===== src/rtl/fp_cc_compare.sv =====
module fp_cc_compare #(
  parameter int EXP_W  = 11,
  parameter int FRAC_W = 52,
  parameter int STAT_W = 64
) (
  input  logic                      clk,
  input  logic                      rst_n,
  input  logic                      start,
  input  logic                      signalling,
  input  logic [1:0]                fcc_sel,
  input  logic [EXP_W+FRAC_W:0]     op_a,
  input  logic [EXP_W+FRAC_W:0]     op_b,
  input  logic [STAT_W-1:0]         status_in,
  output logic [STAT_W-1:0]         status_out,
  output logic                      invalid,
  output logic                      done
);
  localparam int W = 1 + EXP_W + FRAC_W;
  localparam int MAG_W = W - 1;

  logic              sgn_a, sgn_b;
  logic [MAG_W-1:0]  mag_a, mag_b;
  logic              exp1_a, exp1_b, frz_a, frz_b;
  logic              nan_a, nan_b, snan_a, snan_b;
  logic              unord, both_zero, mag_lt, mag_eq;
  logic [1:0]        code;
  logic              inv_d;
  logic [5:0]        lsb;
  logic [STAT_W-1:0] merged;

  assign sgn_a  = op_a[W-1];
  assign sgn_b  = op_b[W-1];
  assign mag_a  = op_a[MAG_W-1:0];
  assign mag_b  = op_b[MAG_W-1:0];
  assign exp1_a = &op_a[W-2:FRAC_W];
  assign exp1_b = &op_b[W-2:FRAC_W];
  assign frz_a  = op_a[FRAC_W-1:0] == '0;
  assign frz_b  = op_b[FRAC_W-1:0] == '0;
  assign nan_a  = exp1_a && !frz_a;
  assign nan_b  = exp1_b && !frz_b;
  assign snan_a = nan_a && !op_a[FRAC_W-1];
  assign snan_b = nan_b && !op_b[FRAC_W-1];

  assign unord     = nan_a || nan_b;
  assign both_zero = (mag_a == '0) && (mag_b == '0);
  assign mag_lt    = mag_a < mag_b;
  assign mag_eq    = mag_a == mag_b;

  always_comb begin
    if (unord)
      code = 2'd3;
    else if (both_zero || (mag_eq && sgn_a == sgn_b))
      code = 2'd0;
    else if (sgn_a != sgn_b)
      code = sgn_a ? 2'd1 : 2'd2;
    else if (!sgn_a)
      code = mag_lt ? 2'd1 : 2'd2;
    else
      code = mag_lt ? 2'd2 : 2'd1;
  end

  assign inv_d = unord && (signalling || snan_a || snan_b);

  assign lsb = (fcc_sel == 2'd0) ? 6'd10 : 6'(30 + 2 * int'(fcc_sel));

  assign merged = (status_in & ~(STAT_W'(3) << lsb)) | (STAT_W'(code) << lsb);

  always_ff @(posedge clk or negedge rst_n) begin
    if (!rst_n) begin
      status_out <= '0;
      invalid    <= 1'b0;
      done       <= 1'b0;
    end else begin
      done <= start;
      if (start) begin
        status_out <= merged;
        invalid    <= inv_d;
      end
    end
  end
endmodule



===== config.mk =====
export PLATFORM = sky130hd
export DESIGN_NAME = fp_cc_compare
export DESIGN_NICKNAME = d
export VERILOG_FILES = /design/src/rtl/fp_cc_compare.sv
export SDC_FILE = /design/constraint.sdc
export NUM_CORES = 1
export LEC_CHECK = 0
export BUFFER_PORTS_ARGS = -buffer_cell sky130_fd_sc_hd__buf_4
export CAP_MARGIN = 30
export CORE_MARGIN = 5
export CORE_UTILIZATION = 25
export DETAILED_ROUTE_END_ITERATION = 8
export GPL_ROUTABILITY_DRIVEN = 0
export PLACE_DENSITY_LB_ADDON = 0.25
export SKIP_CTS_REPAIR_TIMING = 1
export SYNTH_ARGS = -nofsm -noshare
export SYNTH_HDL_FRONTEND = slang
export SYNTH_SLANG_ARGS = --single-unit
export TNS_END_PERCENT = 20

===== constraint.sdc =====
create_clock -name clk -period 1.6 [get_ports clk]
set_input_delay 0.48 -clock clk [delete_from_list [all_inputs] [get_ports clk]]
set_output_delay 0.48 -clock clk [all_outputs]
set_load 0.01 [all_outputs]

Yosys cells after proc, flatten, opt, wreduce, memory -nomap -nowiden
Cells that the tools add are included.
- register bits: 66
- logic and storage cells: 43
- input port bits: 198
- bits in writable memories: 0
- output and inout port bits: 66
- memories kept: 0
- latch bits: 0
- memory bits (read-only): 0
- add/subtract/negate cells: 1
- muxes and demuxes: 8
- bitwise logic cells: 3
- reductions and logical operators: 22
- magnitude comparators: 1
- shift-type cells: 2
- $mul: 0
- divide/modulo/power cells: 0
- equality and inequality tests: 3
- operators by type and width (operator ; number):
    zero test 63 bit ; 2
    zero test 52 bit ; 2
    AND 64 bit ; 1
    NOT 64 bit ; 1
    bitwise OR 64 bit ; 1
    << shifter 2 x 6 -> 64 bit ; 1
    << shifter 2 x 6 -> 64 bit, first input constant ; 1
    == test 63 bit ; 1
    < comparator 63 bit ; 1
    AND reduction 11 bit ; 2
    2-to-1 mux 2 bit ; 7
    logical AND 1 bit ; 7
    adder 5 x 3 -> 6 bit, first input constant ; 1
    2-to-1 mux 6 bit ; 1
    zero test 1 bit ; 4
    logical OR 1 bit ; 4
    zero test 2 bit ; 1
    == test 1 bit ; 1
    inequality test 1 bit ; 1

Logic depth before layout (Yosys ltp)
- depth in word-level cells: 8
- mapped depth: 10
- mapped depth without buffers: 10

Worst setup path after synthesis
OpenSTA, ideal clock, no wires.
- path type: in2reg
- start point: in op_b[50]
- end point: reg status_out[37]
- arrival time: 2.266 ns
- stages: 9
- setup time: 0.132 ns
- required time: 1.468 ns
- path slack: -0.798 ns
- path buffers: 0
- cells stage by stage: inv_1 > ha_1 > nand4_2 > nor4_4 > nand3_2 > o31ai_4 > and4b_1 > nor3_2 > a31oi_1
- word-level cells in the longest chain between the ends: 8
- elaborated cells between the ends (all ways): 18
- those cells by class: order compare: 1; eq/ne: 1; shift: 1; mux: 6; bitwise: 1; reduce/logical: 8
- RTL lines (what ; line ; RTL):
    start: declaration ; 12 ; input logic [EXP_W+FRAC_W:0] op_b,
    < comparator 63 bit ; 46 ; assign mag_lt = mag_a < mag_b;
    2-to-1 mux 2 bit (on tied branches) ; 57, 59 ;
    2-to-1 mux 2 bit ; 56 ; else if (!sgn_a)
    2-to-1 mux 2 bit ; 54 ; else if (sgn_a != sgn_b)
    2-to-1 mux 2 bit ; 52 ; else if (both_zero || (mag_eq && sgn_a == sgn_b))
    2-to-1 mux 2 bit * ; 50 ; if (unord)
    << shifter 2 x 6 -> 64 bit * ; 66 ; assign merged = (status_in & ~(STAT_W'(3) << lsb)) | (STAT_W'(code) << lsb);
    bitwise OR 64 bit * ; 66 ;
    end signal: assignment ; 76 ; status_out <= merged;
    end: declaration ; 14 ; output logic [STAT_W-1:0] status_out,
Mark *: on every way between the ends. The rest lies on a longest branch, timed or not.
A chain may end at the register's enable or synchronous reset.

Worst setup path in the final report
- start point: in op_a[55]
- end point: reg status_out[37]
- word-level cells in the longest chain between the ends: 8
- elaborated cells between the ends (all ways): 17
- those cells by class: order compare: 1; eq/ne: 1; shift: 1; mux: 6; bitwise: 1; reduce/logical: 7
- RTL lines (what ; line ; RTL):
    start: declaration ; 11 ; input logic [EXP_W+FRAC_W:0] op_a,
    < comparator 63 bit ; 46 ;
    2-to-1 mux 2 bit (on tied branches) ; 57, 59 ;
    2-to-1 mux 2 bit ; 56 ;
    2-to-1 mux 2 bit ; 54 ;
    2-to-1 mux 2 bit ; 52 ;
    2-to-1 mux 2 bit * ; 50 ;
    << shifter 2 x 6 -> 64 bit * ; 66 ;
    bitwise OR 64 bit * ; 66 ;
Marks and branches as above.

==> qor.yml <==
use_met1: 0.1802
worst_path_max_delay_cell: "nor4_4"
nets: 1047
placed_cell_area_um2: 7458
ys.flop_type: "dfrtp_1"
clkSlewWorstSetupHoldPaths_ns: 0.05
crit_chain: "buf_4 > ha_4 > nand4_1 > nor4_4 > nand3_2 > nor2_1 > o21ai_2 > and4b_1 > nor3_4 > a31oi_1"
netlist_area_um2: 4542
cts_sinks: 66
coreArea_um2: 17900
crit_path_end_kind: "register"
critPathCapture: "status_out[37]"
syn_nets: 715
final_cell_area_um2: 8085
seq_area_um2: 1652
die_w_um: 144.8
grt_max_degree: 40
drive_gt1_frac: 0.5929
hold_ws_ns: 0.06980
ys_seq_area_frac: 0.3636
antenna_left: 0
multiInputGateArea_um2: 3043
dieHeight_um: 144.8
fmax_ghz: 0.4306
cts_made_buffers: 9
drtIter0Drc: 123
drc_errors: 0
finalSetupViolCount: 9
netlist.top_cell.by_area: "dfrtp_1"
critical_path.startpoint: "op_a[55]"
vias: 4766
irDropWorstVdd_mv: 0.6868
r2r_cells: 2
busiest_layer: "met2"
wl_per_cell_um: 17.15
io_pins: 264
port_buffers: 263
ys_types: 38
maxCapViolCount: 0
finalMaxSlewViolations: 0
max_stage_delay_ns: 0.41
fin_setup_tns_ns: -6.101
async_flop_share: 1.000
violations: "setup timing"
worst_slew_pin_slew_ns: 0.5447
rr_startpoint: "status_out[34]"
root_buffer: "clkbuf_16"
crit_required_ns: 1.79
arrival_ns: 2.51
avgSynthCellArea_um2: 10.00
drtPass1Iterations: 4
finalWorstPathRequiredPeriod_ns: 2.323
syn_to_final_growth_pct: 78.02
gr-usage-met2: 0.2886
synth_edf_count: 0
relSlewSlack: 0.6335
yosysTopAreaCellShare: 0.3636
ys_top_cells_by_count: "67 x inv_1, 66 x dfrtp_1, 63 x ha_1"
start_util: 0.2537
dp_hpwl_um: 15480
hp-class: "in -> async"
wl_um: 17510
start_kind: "input port"
fillers: 1716
grt_pass1_wl_um: 25820
netlist_top_cells_area: "dfrtp_1 36%, ha_1 17%, mux2_2 14%"
yosysWarnings: 0
critPathMaxFanout: 4
hold_viol: 0
ys_ff_latch: 66
regToRegSetupSlack_ns: 0.83
status: "finished with violations"
synthCells: 454
grt.total_usage: 0.1580
crit_type: "in -> reg"
clk_latency_ns: 0.32
h-tree-depth: 3
rsz0062_at_grt: "true"
die_area_um2: 20960
antenna_found_initial: 1
first_global_vias: 5137
dp_slack_ns: -1.557
grt_util_met3: 0.03648
fin_crit_sh: 1.452
overflow: 0
clock_path_buffers: 2
viasPerCell: 4.668
cts_tree: "done"
p_leak_nw: 3.929
reg2reg_to: "status_out[34]"
skew_ns: 0
pwr_density_cell_nw_per_um2: 714.4
yosysMostFrequentCell: "inv_1"
fin_ws_ns: -0.7225
fp-row-count: 49
==> worst max-delay path: cells and delay by family <==
family,cells,cell delay [ns]
and+or+nand+nor,6,1.42
adders and majority gates,1,0.25
AOI/OAI and AO/OA,2,0.23
buffers and inverters,1,0.13
==> flip-flops by register name, summed over array words and instances (netlist names) <==
name / count
status_out: 64
done: 1
invalid: 1
==> per-stage QoR <==
| stage | total power [mW] | std cells | utilization |
|---|---|---|---|
| after global placement | 3.627 | 1002 | 0.4166 |
| after global routing | 6.093 | 1021 | 0.4516 |
| after CTS | 5.786 | 1018 | 0.4344 |
| final | 5.776 | 1021 | 0.4516 |
| after floorplan | 2.591 | 454 | - |
| after detailed placement | 3.679 | 1002 | 0.4166 |
==> routing by layer <==
layer  vias to the layer above  wire length [µm]
li1                       2342                 -
met1                      2189              6517
met2                       198              8975
met3                        37              1547
met4                         0               470
met5                         -                 0
==> area by class of cell <==
type / instances / share of cell area
multi-input cells: 313 / 0.3764
repair buffers: 329 / 0.3095
flip-flops and latches: 66 / 0.2043
well taps: 229 / 0.03544
inverters: 67 / 0.03482
clock buffers: 10 / 0.02832
clock inverters: 6 / 0.01099
diodes: 1 / 0.0003095
==> worst min path at each step <==
stage | from | to | depth (start not counted)
global route | rst_n | status_out[30] | 1
finish | rst_n | status_out[30] | 1
floorplan | rst_n | done | 0
detailed placement | rst_n | done | 1
CTS | rst_n | done | 1
global placement | rst_n | done | 1
==> cell families (layout without fill, tap and decap cells) <==
| group | Yosys count | after routing | synth area share |
|---|---|---|---|
| AOI/OAI and AO/OA | 74 | 74 | 0.09807 |
| buffers and inverters | 75 | 412 | 0.06198 |
| and+or+nand+nor | 119 | 119 | 0.1620 |
| other | 0 | 1 | 0 |
| muxes | 56 | 56 | 0.1388 |
| DFF | 66 | 66 | 0.3636 |
| adders and majority gates | 63 | 63 | 0.1736 |
| xor gates and xnor gates | 1 | 1 | 0.001929 |
==> power by group <==
part,internal (mW),switching [mW],total (mW),leakage [nW]
Clock,1.37,0.705,2.07,0.149
Combinational,1.00,0.775,1.78,3.01
Sequential,1.84,0.0895,1.93,0.768
==> cells in the final DEF, fill, tap and decap left out, drive strengths merged, types with 3 or more instances in the layout <==
cell type | Yosys | layout
a21o | 3 | 3
o21bai | 3 | 3
nand4 | 22 | 22
nand3 | 11 | 11
dfrtp | 66 | 66
inv | 67 | 68
nand3b | 7 | 7
nor4 | 35 | 35
nand2 | 20 | 20
clkbuf | 7 | 10
ha | 63 | 63
mux2 | 56 | 56
or4 | 3 | 3
a21oi | 33 | 33
buf | 1 | 329
a211oi | 6 | 6
nand2b | 4 | 4
o21ai | 17 | 17
a31oi | 3 | 3
nor2 | 8 | 8
nor3 | 3 | 3
o22ai | 4 | 4
a221oi | 3 | 3
(Power assumes the default switching activity.)
